### src/rtl/vcap_pkg.sv
package vcap_pkg;
  localparam int unsigned KINDS = 4;

  typedef struct packed {
    logic loadCap;
    logic copyOut;
    logic copyValid;
  } vcapCtl_t;
endpackage

### src/rtl/vcap_ctrl.sv
module vcap_ctrl
  import vcap_pkg::*;
#(
  parameter int unsigned OP_W = 3,
  parameter logic [OP_W-1:0] GET_CLR_OP = 3'd5
) (
  input  logic            clk,
  input  logic            rstN,
  input  logic            vioAny,
  input  logic            cmdStart,
  input  logic [OP_W-1:0] cmdOp,
  output vcapCtl_t        ctl,
  output logic            busy,
  output logic            irq,
  output logic            overflow
);
  logic pending;
  logic startGc;

  assign startGc = cmdStart && (cmdOp == GET_CLR_OP) && !busy;

  always_comb begin
    ctl.loadCap   = vioAny && (!pending || busy);
    ctl.copyOut   = busy;
    ctl.copyValid = pending;
  end

  always_ff @(posedge clk) begin
    if (!rstN) begin
      busy     <= 1'b0;
      pending  <= 1'b0;
      overflow <= 1'b0;
    end else begin
      busy <= startGc;
      if (busy) pending <= vioAny;
      else if (vioAny) pending <= 1'b1;
      if (vioAny && pending && !busy) overflow <= 1'b1;
    end
  end

  assign irq = pending;

  a_r4_busy_one_cycle: assert property (@(posedge clk) disable iff (!rstN)
    busy |=> !busy);
  a_r5_irq_drops: assert property (@(posedge clk) disable iff (!rstN)
    (busy && !vioAny) |=> !irq);
  a_r6_overflow_sticky: assert property (@(posedge clk) disable iff (!rstN)
    overflow |=> overflow);
  a_r8_foreign_op_idle: assert property (@(posedge clk) disable iff (!rstN)
    (!busy && !(cmdStart && cmdOp == GET_CLR_OP)) |=> !busy);
  a_r2_irq_needs_strobe: assert property (@(posedge clk) disable iff (!rstN)
    (!irq && !vioAny) |=> !irq);
endmodule

### src/rtl/vcap_dpath.sv
module vcap_dpath
  import vcap_pkg::*;
#(
  parameter int unsigned SPID_W = 4,
  parameter int unsigned NPORT  = 11,
  parameter int unsigned MAC_W  = 48
) (
  input  logic              clk,
  input  logic              rstN,
  input  vcapCtl_t          ctl,
  input  logic [KINDS-1:0]  vioStb,
  input  logic [SPID_W-1:0] vioSpid,
  input  logic [NPORT-1:0]  vioPortVec,
  input  logic [MAC_W-1:0]  vioMac,
  output logic [KINDS-1:0]  resFlags,
  output logic [SPID_W-1:0] resSpid,
  output logic [NPORT-1:0]  resPortVec,
  output logic [MAC_W-1:0]  resMac
);
  logic [KINDS-1:0]  capFlags;
  logic [SPID_W-1:0] capSpid;
  logic [NPORT-1:0]  capPortVec;
  logic [MAC_W-1:0]  capMac;

  always_ff @(posedge clk) begin
    if (!rstN) begin
      capFlags   <= '0;
      capSpid    <= '0;
      capPortVec <= '0;
      capMac     <= '0;
    end else if (ctl.loadCap) begin
      capFlags   <= vioStb;
      capSpid    <= vioSpid;
      capPortVec <= vioPortVec;
      capMac     <= vioMac;
    end
  end

  always_ff @(posedge clk) begin
    if (!rstN) begin
      resFlags   <= '0;
      resSpid    <= '0;
      resPortVec <= '0;
      resMac     <= '0;
    end else if (ctl.copyOut) begin
      resFlags   <= ctl.copyValid ? capFlags   : '0;
      resSpid    <= ctl.copyValid ? capSpid    : '0;
      resPortVec <= ctl.copyValid ? capPortVec : '0;
      resMac     <= ctl.copyValid ? capMac     : '0;
    end
  end

  a_r7_empty_zero: assert property (@(posedge clk) disable iff (!rstN)
    (ctl.copyOut && !ctl.copyValid) |=> (resFlags == '0 && resMac == '0));
  a_r6_cap_held: assert property (@(posedge clk) disable iff (!rstN)
    (ctl.copyValid && !ctl.copyOut) |=> $stable(capMac));
  a_r8_results_held: assert property (@(posedge clk) disable iff (!rstN)
    !ctl.copyOut |=> $stable(resFlags) && $stable(resMac));
endmodule

### src/rtl/vio_capture.sv
module vio_capture
  import vcap_pkg::*;
#(
  parameter int unsigned SPID_W = 4,
  parameter int unsigned NPORT  = 11,
  parameter int unsigned MAC_W  = 48,
  parameter int unsigned OP_W   = 3,
  parameter logic [OP_W-1:0] GET_CLR_OP = 3'd5
) (
  input  logic              clk,
  input  logic              rstN,
  input  logic [KINDS-1:0]  vioStb,
  input  logic [SPID_W-1:0] vioSpid,
  input  logic [NPORT-1:0]  vioPortVec,
  input  logic [MAC_W-1:0]  vioMac,
  input  logic              cmdStart,
  input  logic [OP_W-1:0]   cmdOp,
  output logic              busy,
  output logic [KINDS-1:0]  resFlags,
  output logic [SPID_W-1:0] resSpid,
  output logic [NPORT-1:0]  resPortVec,
  output logic [MAC_W-1:0]  resMac,
  output logic              irq,
  output logic              overflow
);
  vcapCtl_t ctl;

  vcap_ctrl #(.OP_W(OP_W), .GET_CLR_OP(GET_CLR_OP)) u_ctrl (
    .clk(clk), .rstN(rstN), .vioAny(|vioStb), .cmdStart(cmdStart),
    .cmdOp(cmdOp), .ctl(ctl), .busy(busy), .irq(irq), .overflow(overflow)
  );

  vcap_dpath #(.SPID_W(SPID_W), .NPORT(NPORT), .MAC_W(MAC_W)) u_dpath (
    .clk(clk), .rstN(rstN), .ctl(ctl), .vioStb(vioStb), .vioSpid(vioSpid),
    .vioPortVec(vioPortVec), .vioMac(vioMac), .resFlags(resFlags),
    .resSpid(resSpid), .resPortVec(resPortVec), .resMac(resMac)
  );
endmodule

### config.mk
export PLATFORM = sky130hd
export DESIGN_NAME = vio_capture
export DESIGN_NICKNAME = d
export VERILOG_FILES = /design/src/rtl/vcap_pkg.sv /design/src/rtl/vcap_ctrl.sv /design/src/rtl/vcap_dpath.sv /design/src/rtl/vio_capture.sv
export SDC_FILE = /design/constraint.sdc
export NUM_CORES = 1
export LEC_CHECK = 0
export BUFFER_PORTS_ARGS = -buffer_cell sky130_fd_sc_hd__buf_2
export CAP_MARGIN = 20
export CORE_AREA = 2 2 127 129
export CTS_BUF_LIST = sky130_fd_sc_hd__clkbuf_8
export CTS_CLUSTER_SIZE = 8
export DETAILED_ROUTE_END_ITERATION = 12
export DIE_AREA = 0 0 129 131
export HOLD_SLACK_MARGIN = 0.03
export PLACE_DENSITY = 0.57
export SLEW_MARGIN = 20
export SYNTH_ARGS = -nofsm -noshare
export SYNTH_HDL_FRONTEND = slang
export SYNTH_SLANG_ARGS = --single-unit
### constraint.sdc
create_clock -name clk -period 1.35 [get_ports clk]
set_input_delay 0.2025 -clock clk [delete_from_list [all_inputs] [get_ports clk]]
set_output_delay 0.2025 -clock clk [all_outputs]
set_load 0.02 [all_outputs]
# == Word level (Yosys, flattened, before mapping) ==
# Index checks and enable logic that the tools add are counted.
# classes
muxes,6
eq_ne,1
n_reduce_logical,10
# ops
cell,count
two-way mux 48 bit,1
two-way mux 11 bit,1
two-way mux 4 bit,2
logical AND 1 bit,5
OR reduction 4 bit,1
== test 3 bit (second input constant),1
logical NOT 1 bit,2
two-way mux 1 bit,2
nonzero test 2 bit,1
logical OR 1 bit,1
# word_totals
word_cells,28
reg_bits,137
output_inout_bits,70
input_bits,73

# == Depth between registers and ports, before layout ==
# depth
ltp_word,3
depth_mapped,6

# == Cells and area by module ==
# From an unflattened synthesis, not the netlist that was laid out.
# unflattened
cells_unflattened,464
hier_area_um2,5263.8
# modules_own_cells
mod,seq_area_each_um2,instances,cells_per_inst,area_per_inst_um2
vcap_dpath,2682.6,1,449,5112.4
vcap_ctrl,60.1,1,14,143.9
vio_capture,0.0,1,1,7.5

# == Least setup slack after synthesis ==
# Ideal clock, no wire load.
# synth_path
path_kind,reg2reg
start,reg u_ctrl.busy
end,reg u_dpath.capMac[21]
arrival_ps,1408
t_required_ps,1278
path_buffers,3
stages_incl_launch_ff,7
period_less_slack_ps,1479
slack_ps,-129
path_cell_list,dfxtp_1 -> nand2b_2 -> nor2b_1 -> clkbuf_1 -> buf_6 -> buf_6 -> mux2i_1
# synth_via
elab_chain_len,2
# synth_lines
item,line_no,rtl
start: declaration,vcap_ctrl.sv:13,"output logic busy,"
start signal: assignment,vcap_ctrl.sv:34,busy <= startGc;
logical OR 1 bit,vcap_ctrl.sv:23,ctl.loadCap = vioAny && (!pending || busy);
logical AND 1 bit,vcap_ctrl.sv:23,
end signal: assignment,vcap_dpath.sv:35,capMac <= vioMac;
end: declaration,vcap_dpath.sv:23,logic [MAC_W-1:0] capMac;
# Every way passes these cells.
# A chain may end at the register's enable or synchronous reset.

# == Worst setup path after layout ==
# layout_path
start,in vioStb[1]
end,reg u_dpath.capPortVec[1]
# layout_via
elab_chain_len,2
# layout_lines
item,line_no,rtl
start: declaration,vio_capture.sv:12,"input logic [KINDS-1:0] vioStb,"
OR reduction 4 bit,vio_capture.sv:29,".clk(clk), .rstN(rstN), .vioAny(|vioStb), .cmdStart(cmdStart),"
logical AND 1 bit,vcap_ctrl.sv:23,
end signal: assignment,vcap_dpath.sv:34,capPortVec <= vioPortVec;
end: declaration,vcap_dpath.sv:22,logic [NPORT-1:0] capPortVec;
# Every way passes these cells.

==> results.md <==
- Nature of the critical path endpoint: flip-flop
- Wirelength, routed: 14.1 mm
- Initial Util: 0.344
- Num CTS Buffers: 17
- CP Launch Type: input port
- DR vias: between 4000 and 5000
- Final Cycle Share: 0.992
- CTS root buffer: clkbuf_8
- First-pass iteration count of the detailed router: 4
- Die area: 16900 sq um
- Status: finished clean
- DRT antenna net count: 0
- IO buf count: 142
- Share of layout cells above drive strength 1: 0.247
- CP Buf/Inv Count: 4
- Cell Rows: 46
- H-tree depth: 4
- Worst path arrival time: 1.67 ns
- Vias in the first global route: 4573
- Leakage: 0.00351 uW
- Crit path max fanout: 10
- Min-Delay Path Class: in -> reg
- Post-synthesis sequential area ratio: 0.511
- Initial antenna violation count: 0
- Vias per cell: ~4.5
- Yosys reg bits: roughly 140
- Max incr delay on CP: 0.54 ns
- Total overflow reported by the global router: 0
- Hold Crit Start: vioStb[0]
- Residual DRC: 0
- Critical path launch point: vioStb[1]
- Endpoints failing setup: 0
- Commonest non-fill, non-tap cell in the layout: buf_2
- Storage element area: 2750 sq um
- Post-route cell area: 7710 sq um
- Final setup margin: 0.0103 ns
- First-pass GRT wire length: between 20 and 25 mm
- Clock sink count: 137
- Hold Vio Cnt, Final: 0
- Distinct cell type count after synthesis: 19
- Worst slew margin: 0.792
- Largest net degree at the start of global routing: 70
- P&R area growth vs syn: 43.7%
- Syn avg cell area: 9.06 sq um
- Max-slew violations: 0
- Final hold slack: 0.114 ns
- Reg-to-Reg Start: u_ctrl.busy
- Mapped cell area: 5370 sq um
- Achievable Freq: 746 MHz
- Yosys top cell by area: dfxtp_1
- Worst endpoint required time: 1.68 ns
- Layout net count: 875
- Routed len/inst: 13.7 microns
- VDD IR max: between 0.5 and 0.6 mV
- Gp weighted congestion: a little under 0.8
- CP max-delay cell: dlygate4sd3_1
- WS Path Type: in -> reg
- Core Footprint: 15600 sq um
- Setup tns final: 0 ns
- Slew @ Worst Pin: 0.310 ns
- Area after DPL: 6350 sq um
- Syn Nets: 666
- Yosys Warn Count: 0
- Fill cells: between 1000 and 1500
- Max Buffers Root-to-Sink: 2
- CTS tree: built
- Pwr dens: 1140 nW/um^2
- Multi-input gate area: 2430 sq um
- Worst-Skew Late Latency: 0.44 ns
- HPWL Detailed: 8.25 mm
- Power Total: 8800 uW
- Fin crit period: 1.34 ns
- CP top delay family: buffers and inverters
- Die H: 131 microns
- Reg clk slew, reported paths: 0.07 ns
- Pre-CTS setup slack: 0.00529 ns
- Worst Skew: 0.0119 ns
- Most frequent cells in the layout: buf_2 (138), dfxtp_1 (135), nand2_1 (130)
- Area contributors post-synth: dfxtp_1 (51%), nor2b_1 (15%), mux2i_1 (12%)
- Iter 0 DRT Violations: 188
- GRT Util Overall: 0.163
- CP Cell Sequence: dlygate4sd3_1 -> buf_2 -> nor4_4 -> nor2b_4 -> buf_12 -> clkbuf_16 -> mux2i_1
- Synth top area share: 0.511
- Max Cap Viol: 0
- Ports: roughly 140
- Antenna cells: 0
- Cells after synthesis: 593
- Die X: 129 microns
[metal layers]
layer / track usage / wire (microns) / vias up
li1: - / - / 2327
met1: 0.195 / 6560 / 2135
met2: 0.271 / 6600 / 123
met3: 0.0639 / 801 / 18
met4: 0.0518 / 170 / 0
met5: 0 / 0 / -
[worst min-delay path: cells and delay by family]
| kind | cells | cell delay [ns] |
|---|---|---|
| compound gates | 1 | 0.13 |
| buf+inv | 1 | 0.11 |
| simple gates | 1 | 0.06 |
[power by group]
part	switching, uW	internal, uW
clock network	1600	2040
registers	77.9	4190
logic	388	506
[worst paths after layout]
kind	endpoint	slack, ns	depth (start not counted)
max	u_dpath.capPortVec[1]	0.01	7
max reg2reg	u_dpath.capPortVec[1]	0.05	5
min reg2reg	u_dpath.capFlags[2]	0.46	2
min	u_ctrl.irq	0.11	3
[repair_timing]
action | in CTS | in global routing
hold endpoints to repair | 68 | 0
setup endpoints to repair | 5 | 49
buffers inserted | 1 | 2
gates resized for setup | 6 | 8
pin swaps | 0 | 1
gates cloned | 1 | 5
hold buffers | 71 | 0
[cells in the mapped netlist (all sizes together)]
master    n
a21boi    5
nand3     8
nor4      1
buf      15
and2      1
nand2b    5
nand2   130
nor2b   127
clkbuf   30
o21a      1
nor3b     1
mux2i    63
a21oi    63
nor2      1
dfxtp   137
nand4b    1
o21ai     4
[area by class of cell]
class | count | share of cell area
clock inverters | 14 | 0.0234
clock buffers | 18 | 0.0321
multi-input cells | 411 | 0.315
repair buffers | 235 | 0.238
flip-flops and latches | 137 | 0.356
well taps | 216 | 0.0350
[logic make-up (layout without fill, tap and decap cells)]
family          count (synthesis)  after routing  share of synthesized area
flops                         137            137                      0.511
simple gates                  275            275                      0.261
compound gates                 73             73                     0.0708
mux                            63             63                      0.117
buf+inv                        45            267                     0.0396
[registers in the layout (all words and copies together) (netlist names)]
register,flops
u_ctrl.irq,1
u_dpath.resPortVec,11
u_dpath.capMac,48
u_ctrl.overflow,1
u_dpath.resFlags,4
u_dpath.capSpid,4
u_ctrl.busy,1
u_dpath.capPortVec,11
u_dpath.resMac,48
u_dpath.capFlags,4
u_dpath.resSpid,4
[through the flow]
step,utilization,instances
after global routing,0.495,1031
after global placement,0.407,920
after CTS,0.484,1025
after floorplan,-,593
final,0.495,1031
after detailed placement,0.407,920
(Power assumes the default switching activity.)
